<file path="src/rtl/lspwm_pkg.sv">
package lspwm_pkg;

  localparam int NUM_BANDS = 3;
  localparam int NUM_SW    = 10;

  // Bit positions of the switches in the gate vector.
  localparam int SW_POS_RAIL = 0;
  localparam int SW_NEG_RAIL = 1;
  localparam int SW_POS_MID  = 2;
  localparam int SW_POS_LOW  = 3;
  localparam int SW_NEG_MID  = 4;
  localparam int SW_NEG_LOW  = 5;
  localparam int SW_NEG_RET  = 6;
  localparam int SW_POS_RET  = 7;
  localparam int SW_NEG_TOP  = 8;
  localparam int SW_POS_TOP  = 9;

  typedef enum logic {
    HALF_POS = 1'b0,
    HALF_NEG = 1'b1
  } half_e;

  typedef logic [NUM_SW-1:0] gate_vec_t;

  // Switch driven by band b in a given half-cycle.
  function automatic int band_switch(input half_e half, input int b);
    int sw;
    if (half == HALF_POS) begin
      case (b)
        0:       sw = SW_POS_LOW;
        1:       sw = SW_POS_MID;
        default: sw = SW_POS_TOP;
      endcase
    end else begin
      case (b)
        0:       sw = SW_NEG_LOW;
        1:       sw = SW_NEG_MID;
        default: sw = SW_NEG_TOP;
      endcase
    end
    return sw;
  endfunction

endpackage

</file>
<file path="src/rtl/lspwm_carrier.sv">
module lspwm_carrier #(
  parameter int PEAK  = 341,
  parameter int CAR_W = $clog2(PEAK + 1)
) (
  input  logic             clk,
  input  logic             rst_n,
  output logic [CAR_W-1:0] car_o,
  output logic             last_o
);

  localparam logic [CAR_W-1:0] TOP     = CAR_W'(PEAK);
  localparam logic [CAR_W-1:0] BELOW_T = CAR_W'(PEAK - 1);
  localparam logic [CAR_W-1:0] ONE     = CAR_W'(1);

  logic [CAR_W-1:0] car_q, car_d;
  logic             down_q, down_d;
  logic             step_en;

  assign step_en = 1'b1;

  always_comb begin
    car_d  = car_q;
    down_d = down_q;
    if (!down_q) begin
      car_d = car_q + ONE;
      if (car_q == BELOW_T) begin
        car_d  = TOP;
        down_d = 1'b1;
      end
    end else begin
      car_d = car_q - ONE;
      if (car_q == ONE) begin
        down_d = 1'b0;
      end
    end
  end

  always_ff @(posedge clk or negedge rst_n) begin
    if (!rst_n) begin
      car_q  <= '0;
      down_q <= 1'b0;
    end else if (step_en) begin
      car_q  <= car_d;
      down_q <= down_d;
    end
  end

  assign car_o  = car_q;
  assign last_o = down_q && (car_q == ONE);

endmodule

</file>
<file path="src/rtl/lspwm_band_cmp.sv">
module lspwm_band_cmp
  import lspwm_pkg::*;
#(
  parameter int MAG_W = 10,
  parameter int PEAK  = 341,
  parameter int CAR_W = 9
) (
  input  logic [MAG_W-1:0]     mag_i,
  input  logic [CAR_W-1:0]     car_i,
  output logic [NUM_BANDS-1:0] above_o
);

  localparam int CW = MAG_W + 1;

  logic [CW-1:0] mag_x;
  logic [CW-1:0] car_x;

  assign mag_x = CW'(mag_i);
  assign car_x = CW'(car_i);

  for (genvar b = 0; b < NUM_BANDS; b++) begin : g_band
    localparam logic [CW-1:0] OFFS = CW'(b * PEAK);
    logic [CW-1:0] level;
    assign level      = OFFS + car_x;
    assign above_o[b] = mag_x > level;
  end

endmodule

</file>
<file path="src/rtl/lspwm_switch_map.sv">
module lspwm_switch_map
  import lspwm_pkg::*;
(
  input  logic                 en_i,
  input  half_e                half_i,
  input  logic [NUM_BANDS-1:0] above_i,
  output gate_vec_t            gate_o
);

  always_comb begin
    gate_o = '0;
    if (en_i) begin
      if (half_i == HALF_POS) begin
        gate_o[SW_POS_RAIL] = 1'b1;
        gate_o[SW_POS_RET]  = 1'b1;
      end else begin
        gate_o[SW_NEG_RAIL] = 1'b1;
        gate_o[SW_NEG_RET]  = 1'b1;
      end
      for (int b = 0; b < NUM_BANDS; b++) begin
        gate_o[band_switch(half_i, b)] = above_i[b];
      end
    end
  end

endmodule

</file>
<file path="src/rtl/lspwm_gate_gen.sv">
module lspwm_gate_gen
  import lspwm_pkg::*;
#(
  parameter int MAG_W = 10
) (
  input  logic                    clk,
  input  logic                    rst_n,
  input  logic signed [MAG_W:0]   cmd_i,
  output logic [NUM_SW-1:0]       gate_o
);

  localparam int PEAK  = ((1 << MAG_W) - 1) / NUM_BANDS;
  localparam int CAR_W = $clog2(PEAK + 1);

  logic [CAR_W-1:0]     car;
  logic                 period_last;
  logic [MAG_W-1:0]     low_bits;
  logic [MAG_W-1:0]     neg_mag;
  logic [MAG_W-1:0]     mag;
  logic                 cmd_neg;
  logic [NUM_BANDS-1:0] band_above;
  gate_vec_t            mapped;

  logic  armed_q, armed_d, armed_en;
  half_e half_q, half_d;
  logic  half_en;
  gate_vec_t gate_q, gate_d;
  logic  gate_en;

  lspwm_carrier #(.PEAK(PEAK), .CAR_W(CAR_W)) u_carrier (
    .clk    (clk),
    .rst_n  (rst_n),
    .car_o  (car),
    .last_o (period_last)
  );

  // Magnitude with saturation of the most negative code.
  assign cmd_neg  = cmd_i[MAG_W];
  assign low_bits = cmd_i[MAG_W-1:0];
  assign neg_mag  = ~low_bits + MAG_W'(1);

  always_comb begin
    if (!cmd_neg) begin
      mag = low_bits;
    end else if (low_bits == '0) begin
      mag = '1;
    end else begin
      mag = neg_mag;
    end
  end

  lspwm_band_cmp #(.MAG_W(MAG_W), .PEAK(PEAK), .CAR_W(CAR_W)) u_cmp (
    .mag_i   (mag),
    .car_i   (car),
    .above_o (band_above)
  );

  lspwm_switch_map u_map (
    .en_i    (armed_q),
    .half_i  (half_q),
    .above_i (band_above),
    .gate_o  (mapped)
  );

  // Next state
  always_comb begin
    armed_en = period_last;
    armed_d  = 1'b1;
    half_en  = period_last;
    half_d   = cmd_neg ? HALF_NEG : HALF_POS;
    gate_en  = 1'b1;
    gate_d   = mapped;
  end

  // Registers
  always_ff @(posedge clk or negedge rst_n) begin
    if (!rst_n) begin
      armed_q <= 1'b0;
      half_q  <= HALF_POS;
      gate_q  <= '0;
    end else begin
      if (armed_en) armed_q <= armed_d;
      if (half_en)  half_q  <= half_d;
      if (gate_en)  gate_q  <= gate_d;
    end
  end

  assign gate_o = gate_q;

endmodule

</file>
<file path="config.mk">
export PLATFORM = sky130hd
export DESIGN_NAME = lspwm_gate_gen
export DESIGN_NICKNAME = d
export VERILOG_FILES = /design/src/rtl/lspwm_pkg.sv /design/src/rtl/lspwm_carrier.sv /design/src/rtl/lspwm_band_cmp.sv /design/src/rtl/lspwm_switch_map.sv /design/src/rtl/lspwm_gate_gen.sv
export SDC_FILE = /design/constraint.sdc
export NUM_CORES = 1
export LEC_CHECK = 0
export BUFFER_PORTS_ARGS = -buffer_cell sky130_fd_sc_hd__buf_4
export CORE_UTILIZATION = 55
export DETAILED_ROUTE_END_ITERATION = 10
export GPL_TIMING_DRIVEN = 1
export PLACE_DENSITY = 0.75
export SYNTH_ARGS = -nofsm -noshare
export SYNTH_HDL_FRONTEND = slang
export SYNTH_HIERARCHICAL = 1
export SYNTH_SLANG_ARGS = --single-unit
</file>
<file path="constraint.sdc">
create_clock -name clk -period 3.8 [get_ports clk]
set_input_delay 0 -clock clk [delete_from_list [all_inputs] [get_ports clk]]
set_output_delay 0 -clock clk [all_outputs]
set_load 0.01 [all_outputs]
</file>
# Yosys cells after proc, flatten, opt, wreduce, memory -nomap -nowiden
# Index checks and enable logic that the tools add are counted.
dict set report word_totals {
  reg_bits 22
  latchBits 0
  mem_bits_rw 0
  rom_bits 0
  input_bits 13
  output_inout_bits 10
  word_cells 55
  mem_count 0
}
dict set report op_classes {
  addsub 5
  multipliers 0
  n_div 0
  n_lt_le_gt_ge 9
  n_eq_ne 2
  shift 0
  muxes 28
  n_bitwise 1
  n_reduce_logical 5
}
# op count
set op_table {}
lappend op_table {{$ge A32 B1 Y1 const B} 3}
lappend op_table {{$lt A32 B6 Y1 const B} 3}
lappend op_table {{$mux W32} 3}
lappend op_table {{$bwmux W10} 3}
lappend op_table {{$mux W10} 3}
lappend op_table {{$gt A10 B11 Y1} 2}
lappend op_table {{$mux W9} 2}
lappend op_table {{$demux W1 S4} 3}
lappend op_table {{$mux W1} 12}
lappend op_table {{$add A10 B9 Y11 const A} 1}
lappend op_table {{$add A10 B1 Y10 const B} 1}
lappend op_table {{$add A9 B9 Y10 const A} 1}
lappend op_table {{$gt A10 B9 Y1} 1}
lappend op_table {{$logic_not A10 Y1} 1}
lappend op_table {{$not A10 Y10} 1}
lappend op_table {{$add A9 B1 Y9 const B} 1}
lappend op_table {{$eq A9 B1 Y1 const B} 1}
lappend op_table {{$eq A9 B9 Y1 const B} 1}
lappend op_table {{$sub A9 B1 Y9 const B} 1}
lappend op_table {{$mux W3} 2}
lappend op_table {{$logic_and A1 B1 Y1} 4}

# Depth between registers and ports, before layout
# Gate-level depths: netlist (run 1).
dict set report logic_depth {
  ltp_word 10
  mapped_depth 13
  depth_no_buf 13
}

# Modules after synthesis
# The synthesis (run 1) kept the hierarchy.
# module n_inst cells_each area_per_inst_um2
set modules_own_cells {}
lappend modules_own_cells {lspwm_band_cmp 1 130 952.2}
lappend modules_own_cells {lspwm_carrier 1 84 728.2}
lappend modules_own_cells {lspwm_gate_gen 1 65 666.9}
lappend modules_own_cells {lspwm_switch_map 1 10 73.8}

# Least setup slack after synthesis (run 1)
# No wires, ideal clock.
dict set report synth_path {
  path_type {reg-to-reg}
  startpoint {register u_carrier.car_q[1], in the netlist u_carrier/car_o[1]}
  endpoint {register gate_q[4], in the netlist gate_o[4]}
  setup_time_ns 0.120
  arrival_time_ns 2.406
  t_required_ns 3.680
  slack_ns 1.275
  stages_incl_launch_ff 13
  path_buffers 0
  synth_period_minus_slack_ns 2.525
  cell_sequence {dfrtp_1 ha_1 a21oi_2 nor2_2 o21a_1 o21a_1 nor2_1 ha_1 a211o_1 a21oi_1 o21ai_0 o21a_1 and3_1}
}
dict set report synth_between {
  elab_chain_len 5
  word_cells_on_any_way 9
  cone_classes {add/sub (2); order compare (3); mux (4)}
}
# item line_no
set synth_rtl {}
lappend synth_rtl {{start, declared} lspwm_carrier.sv:15} ;# logic [CAR_W-1:0] car_q, car_d;
lappend synth_rtl {{start signal, assigned} lspwm_carrier.sv:43} ;# car_q <= car_d;
lappend synth_rtl {{$add A9 B9 Y10} lspwm_band_cmp.sv:24} ;# assign level = OFFS + car_x;
lappend synth_rtl {{$gt A10 B11 Y1} lspwm_band_cmp.sv:25} ;# assign above_o[b] = mag_x > level;
lappend synth_rtl {{named net band_above[1]} lspwm_gate_gen.sv:21} ;# logic [NUM_BANDS-1:0] band_above;
lappend synth_rtl {{$bwmux W10 (2 in a row)} lspwm_switch_map.sv:21} ;# gate_o[band_switch(half_i, b)] = above_i[b];
lappend synth_rtl {{$mux W10} lspwm_switch_map.sv:12} ;# if (en_i) begin
lappend synth_rtl {{named net gate_d[4]} lspwm_gate_gen.sv:27} ;# gate_vec_t gate_q, gate_d;
lappend synth_rtl {{end signal, assigned} lspwm_gate_gen.sv:84} ;# if (gate_en) gate_q <= gate_d;
lappend synth_rtl {{end, declared} lspwm_gate_gen.sv:27}
# The timed path passes the listed nets, and every way through them passes these cells.
# A chain may end at the register's enable or synchronous reset.

# Worst setup path in the final report (run 1)
dict set report layout_path {
  startpoint {register u_carrier.car_q[2], in the netlist u_carrier/car_o[2]}
  endpoint {register gate_q[4], in the netlist gate_o[4]}
}
# The elaborated chain is that of the path after synthesis.

==> impl_metrics.toml, run 1 <==
[logic_synthesis]
netlist_area_sq_um = 2420
yosysTopAreaCell = "dfrtp_1"
syn_nets = 338
muxShareOfSynthArea = 0.00465
synth_common_cells = "36 x ha_1, 27 x inv_1, 22 x dfrtp_1, 21 x nor2_1, 18 x nand2_1"
synth_compound_area_frac = 0.212
synth_top_cell_area_share = 0.227
yosys_warnings = 6
async_flop_share = 1.00
ys_types = 66
synth_most_common_cell = "ha_1"
ys.flop_type = "dfrtp_1"
postSynthAreaPerCell_sq_um = 8.38
synth-edff-count = 0
synth_seq_cells = 22
synth_fa_ha_area_frac = 0.186
synth_area_leaders = "dfrtp_1 23%, ha_1 19%, inv_1 4.2%"
synth_xor_area_frac = 0.0470
synth_top_family_by_area = "simple AND/OR/NAND/NOR gates"
ys_seq_area_frac = 0.227
yosys.area_share.simple = 0.251
syn_inst = 289

[global_routing]
grt_pass1_wl_um = 8880
first_global_vias = 1932
overflow = 0
grt.total_usage = 0.252
grt_start_max_net_pins = 23
grt_antenna_before_repair = 0

[setup_path]
cp_slowest_cell = "dfrtp_1"
crit_type = "reg2reg"
crit_path_end_kind = "flop"
crit_fanout = 14
arrival_ns = 3.19
rrSetupSlack_ns = 0.76
cp-startpoint = "u_carrier/car_o[2]"
path_cells = "inv_1 -> ha_1 -> a21oi_2 -> nor2_2 -> o21a_1 -> o21a_1 -> nor2_1 -> ha_1 -> a211o_1 -> a21oi_1 -> o21ai_0 -> o21a_1 -> and3_1"
r2r_end = "gate_o[4]"
crit_path_max_incr_delay_ns = 0.64
reg2reg_from = "u_carrier/car_o[2]"
cp_data_required_time_ns = 3.95
setup.worst_path.start_class = "flop"
crit_path_frequent_cell = "o21a_1"
endpoint = "gate_o[4]"
reg2regPathDepth = 13

[layout]
nets = 356
area_delta_synth_final_pct = 9.72
fin_cells = 356
drive_above_1_share = 0.127
n_antenna_cell = 0
final_area_sq_um = 2660

[clocking]
cts_resized = 0
cts_root_buf = "clkbuf_8"
clkSinkCount = 22
clkTransAtPathRegs_ns = 0.08
clk_latency_ns = 0.26
ctsHtreeMaxLevel = 1
cts_tree = "done"
cts_buffers = 3
ctsHoldBuffers = 1
cts_buffer_depth = 2
cts_setup_buffers = 0

[timing]
relSlewSlack = 0.646
setup_viol = 0
fin_skew_ns = 0.00637
final.min_clock_period_ns = 3.04
fmax_mhz = 329
tightest_slew_ns = 0.531
finalCritPeriodShare = 0.799
hold_viol_final = 0
final_max_slew_viol_count = 0
fin_tns_setup_ns = 0
rsz0062_at_grt = "no"

[die]
core-area_sq_um = 4120
io_pins = 23
placementRows = 23
dieArea_sq_um = 4670
initial_core_util = 0.588
die_h_um = 68.3
chipWidth_um = 68.3

[power_and_ir_drop]
p_leak_nw = 1.29
powerDensity_nw_per_um2 = 212
irDropWorstVdd_mv = 0.178

[place]
gp_congestion = 0.906
hpwlAfterDp_um = 4170
dp.cells = 351
placedInstanceArea_sq_um = 2570
io_buffers = 22

[routing]
vias = 2171
totalWireLength_um = 5550
dr.pass1.iters = 4
drt_iter0_drc = 195
drtAntennaViolNets = 0
wl_per_cell_um = 15.6
viasPerCell = 6.10
drc = 0

[outcome]
outcome = "finished, final reports clean"

[job]
max_cap_viol_count = 0

[worst_hold_path]
min_path_cells = 2
hold_path.class = "in2reg"
-- layout make-up --
type	count	area, sq um
Sequential cell	22	551
Fill cell	353	1460
Clock inverter	1	30.0
Inverter	27	101
Timing Repair Buffer	23	175
Tap cell	50	62.6
Multi-Input combinational cell	230	1700
Clock buffer	3	41.3
-- cells in the final DEF (no fill, tap or decap), types with 4 or more instances in the layout --
master,n
nand4_1,6
ha_1,36
nor2_1,21
dfrtp_1,22
xnor2_1,8
a21oi_1,16
or3_1,4
nor3_1,7
o211ai_1,4
and3_1,4
inv_1,27
and3b_1,4
buf_4,22
nand2_1,18
xor2_1,5
o21a_1,8
o21ai_0,17
nand3_1,11
-- state kept, by name (all words and copies together), names as in the netlist --
register,cells
armed_q,1
gate_o,10
half_q,1
u_carrier/car_o,9
u_carrier/down_q,1
-- routing by layer --
layer	up-vias	track usage	wire length [um]
li1	1101	-	-
met1	1003	0.347	2670
met2	67	0.426	2540
met3	0	0.0400	339
met4	0	0.0182	0
met5	-	0	0
-- report_power, final --
group / switching [W] / total [W] / internal (W)
registers: 0 / 0.000234 / 0.000234
logic: 0.0000675 / 0.000114 / 0.0000470
clock network: 0.0000746 / 0.000215 / 0.000141
-- logic make-up after synthesis --
logic type,count (synthesis)
and+or+nand+nor,104
muxes,1
AOI/OAI and AO/OA,76
buffers and inverters,37
DFF,22
adders and majority gates,36
xor gates and xnor gates,13
-- per-stage QoR --
step / utilization / total power, W / hold slack, ns / setup WS (ns)
finish: 0.645 / 0.000563 / 0.0912 / 0.763
global route: 0.645 / 0.000593 / 0.0922 / 0.601
CTS: 0.645 / 0.000568 / 0.0842 / 0.808
detailed placement: 0.626 / 0.000350 / -0.0970 / 0.839
global placement: 0.626 / 0.000348 / -0.102 / 0.840
floorplan: - / 0.000309 / -0.296 / 1.27
-- critical path: cells and delay by family, from the launching register on --
kind | cells | cell delay, ns
flops | 1 | 0.64
buf+inv | 1 | 0.13
simple gates | 3 | 0.34
fa+ha+maj | 2 | 0.51
compound gates | 7 | 1.33
-- how the worst min path moves through the flow --
| stage | slack, ns | to | startpoint |
|---|---|---|---|
| floorplan | -0.30 | armed_q | rst_n |
| global placement | -0.10 | gate_o[7] | rst_n |
| detailed placement | -0.1 | gate_o[7] | rst_n |
| CTS | 0.08 | half_q | cmd_i[10] |
| global route | 0.09 | half_q | cmd_i[10] |
| finish | 0.09 | half_q | cmd_i[10] |
No activity file was read; power rests on OpenSTA's default activity.
==> inputs of run 2 (changes only) <==
--- a/config.mk
+++ b/config.mk
@@ -9,7 +9,7 @@
 export CORE_UTILIZATION = 55
 export DETAILED_ROUTE_END_ITERATION = 10
 export GPL_TIMING_DRIVEN = 1
-export PLACE_DENSITY = 0.75
+export PLACE_DENSITY = 0.78
 export SYNTH_ARGS = -nofsm -noshare
 export SYNTH_HDL_FRONTEND = slang
 export SYNTH_HIERARCHICAL = 1
==> constraint.sdc (replaced) <==
create_clock -name clk -period 2.5 [get_ports clk]
set_input_delay 0 -clock clk [delete_from_list [all_inputs] [get_ports clk]]
set_output_delay 0 -clock clk [all_outputs]
set_load 0.01 [all_outputs]
==> run 2 against run 1 <==
Effect of this change:
- the flow now finishes with violations (negative setup slack)
- via count increased by 16%
- fmax increased by 14%
- die area unchanged
- critical path depth decreased by 1
- sequential power increased by 52%
- sequential share of layout area decreased by 3.1 points
- clock power increased by 55%
- critical path type unchanged
- largest cell class unchanged
==> impl_metrics.toml, run 2 (synthesis gave the netlist of run 1 again) <==
[outcome]
outcome = "finished, violations left"
violations = "negative setup slack"

[timing]
fin_tns_setup_ns = -0.523
tightest_slew_ns = 0.479
relSlewSlack = 0.681
fmax_mhz = 376
setup_viol = 4
finalCritPeriodShare = 1.06
worst_slack_ns = -0.162
fin_skew_ns = 0.000512
final_max_slew_viol_count = 0
rsz0062_at_grt = "yes"
hold_viol_final = 0
hold_slack_ns = 0.153
final.min_clock_period_ns = 2.66

[place]
dp.cells = 397
pre_cts_ws_ns = -0.127
gp_congestion = 0.950
hpwlAfterDp_um = 4800
io_buffers = 22

[setup_path]
cp_data_required_time_ns = 2.66
setup.worst_path.start_class = "flop"
crit_path_end_kind = "flop"
path_cells = "ha_2 -> a21oi_4 -> nor2_2 -> o21a_1 -> o21a_1 -> or2_1 -> ha_4 -> nand4_1 -> nor3_2 -> a21oi_1 -> o21a_1 -> and3_1"
crit_type = "reg2reg"
reg2regPathDepth = 12
cp_slowest_cell = "dfrtp_2"
rrSetupSlack_ns = -0.16
cp_num_buf_inv = 0
reg2reg_from = "u_carrier/car_o[1]"
crit_fanout = 3
crit_path_frequent_cell = "o21a_1"
cpLargestDelayFamily = "simple AND/OR/NAND/NOR gates"
crit_cells = 12
r2r_end = "gate_o[4]"
crit_path_max_incr_delay_ns = 0.43
arrival_ns = 2.82

[clocking]
cts_buffer_depth = 2
cts_tree = "done"
cts_root_buf = "clkbuf_8"
cts_buffers = 3
clkSinkCount = 22
clk_latency_ns = 0.26
clkTransAtPathRegs_ns = 0.08
ctsHtreeMaxLevel = 1

[layout]
largest_reg_flops = 10
fillers = 300
nets = 407
layout_common_cells = "71 x buf_4, 31 x ha_1, 26 x inv_1"
area_delta_synth_final_pct = 29.2
multi_input_area_sq_um = 1780
seq_area_sq_um = 552
fin_cells = 407
n_antenna_cell = 0
final_core_util = 0.760
layout_commonest_cell = "buf_4"
drive_above_1_share = 0.300

[global_routing]
grt.total_usage = 0.298
grt_antenna_before_repair = 0
overflow = 0
first_global_vias = 2377
grt_start_max_net_pins = 23
grt_pass1_wl_um = 10300

[routing]
drtAntennaViolNets = 0
wl_per_cell_um = 16.5
drc = 0
vias = 2512
viasPerCell = 6.17
totalWireLength_um = 6710
dr.pass1.iters = 6
drt_iter0_drc = 183

[die]
dieArea_sq_um = 4670
core-area_sq_um = 4120
chipWidth_um = 68.3
io_pins = 23
placementRows = 23
die_h_um = 68.3
initial_core_util = 0.588

[power_and_ir_drop]
irDropWorstVdd_mv = 0.221
powerDensity_nw_per_um2 = 290
p_leak_nw = 1.54

[job]
max_cap_viol_count = 0

[worst_hold_path]
hold_path.class = "in2async"
[run 2: changes by cell type in the layout (fill, tap and decap cells not counted), moves of 2 or more]
cell,previous run,this run
o21ai_0,17,13
a21oi_1,16,14
nor2_2,1,4
ha_1,36,31
buf_6,0,2
nor2_1,21,18
ha_4,0,2
buf_4,22,71
o21ai_1,1,4
ha_2,0,3
[run 2: power by group]
part           internal, W  switching [W]  total [W]
Clock             0.000214       0.000119   0.000333
Sequential        0.000355              0   0.000355
Combinational     0.000101       0.000117   0.000218
[run 2: how the worst max path moves through the flow]
stage	from	endpoint	slack, ns
after floorplan	u_carrier/car_o[2]	gate_o[4]	0.01
after global placement	u_carrier/car_o[1]	gate_o[8]	-0.07
after detailed placement	u_carrier/car_o[1]	gate_o[8]	-0.13
after CTS	u_carrier/car_o[1]	gate_o[8]	-0.02
after global routing	u_carrier/car_o[2]	gate_o[4]	-0.21
final	u_carrier/car_o[1]	gate_o[4]	-0.16
[run 2: layout make-up]
class / count / share of cell area
clock buffer: 3 / 0.0132
clock inverter: 1 / 0.00960
inverter: 27 / 0.0324
multi-input combinational: 230 / 0.568
sequential: 22 / 0.176
tap: 50 / 0.0200
timing repair buffer: 74 / 0.181
[run 2: repair_timing]
| action | in CTS | in global routing |
|---|---|---|
| gates resized for setup | 11 | 13 |
| pin swaps | 7 | 9 |
| setup buffers | 2 | 3 |
| hold buffers | 1 | 0 |
| setup endpoints to repair | 4 | 6 |
| hold endpoints to repair | 22 | 0 |
[run 2: per-layer routing]
metal / track usage / part of all wire / vias up
li1: - / - / 1196
met1: 0.324 / 0.41 / 1177
met2: 0.533 / 0.50 / 110
met3: 0.0800 / 0.059 / 29
met4: 0.135 / 0.032 / 0
met5: 0 / 0 / -
[run 2: per-stage QoR]
| stage | power, W | cell area (sq um) |
|---|---|---|
| after floorplan | 0.000469 | 2420 |
| after global placement | 0.000555 | 2920 |
| after detailed placement | 0.000561 | 2920 |
| after CTS | 0.000903 | 3060 |
| after global routing | 0.000953 | 3130 |
| final | 0.000907 | 3130 |
[run 2: worst register-to-register path: cells and delay by family (launching register included)]
kind | cells | cell delay (ns)
AOI/OAI and AO/OA | 5 | 0.78
and+or+nand+nor | 5 | 0.85
adders and majority gates | 2 | 0.50
DFF | 1 | 0.43
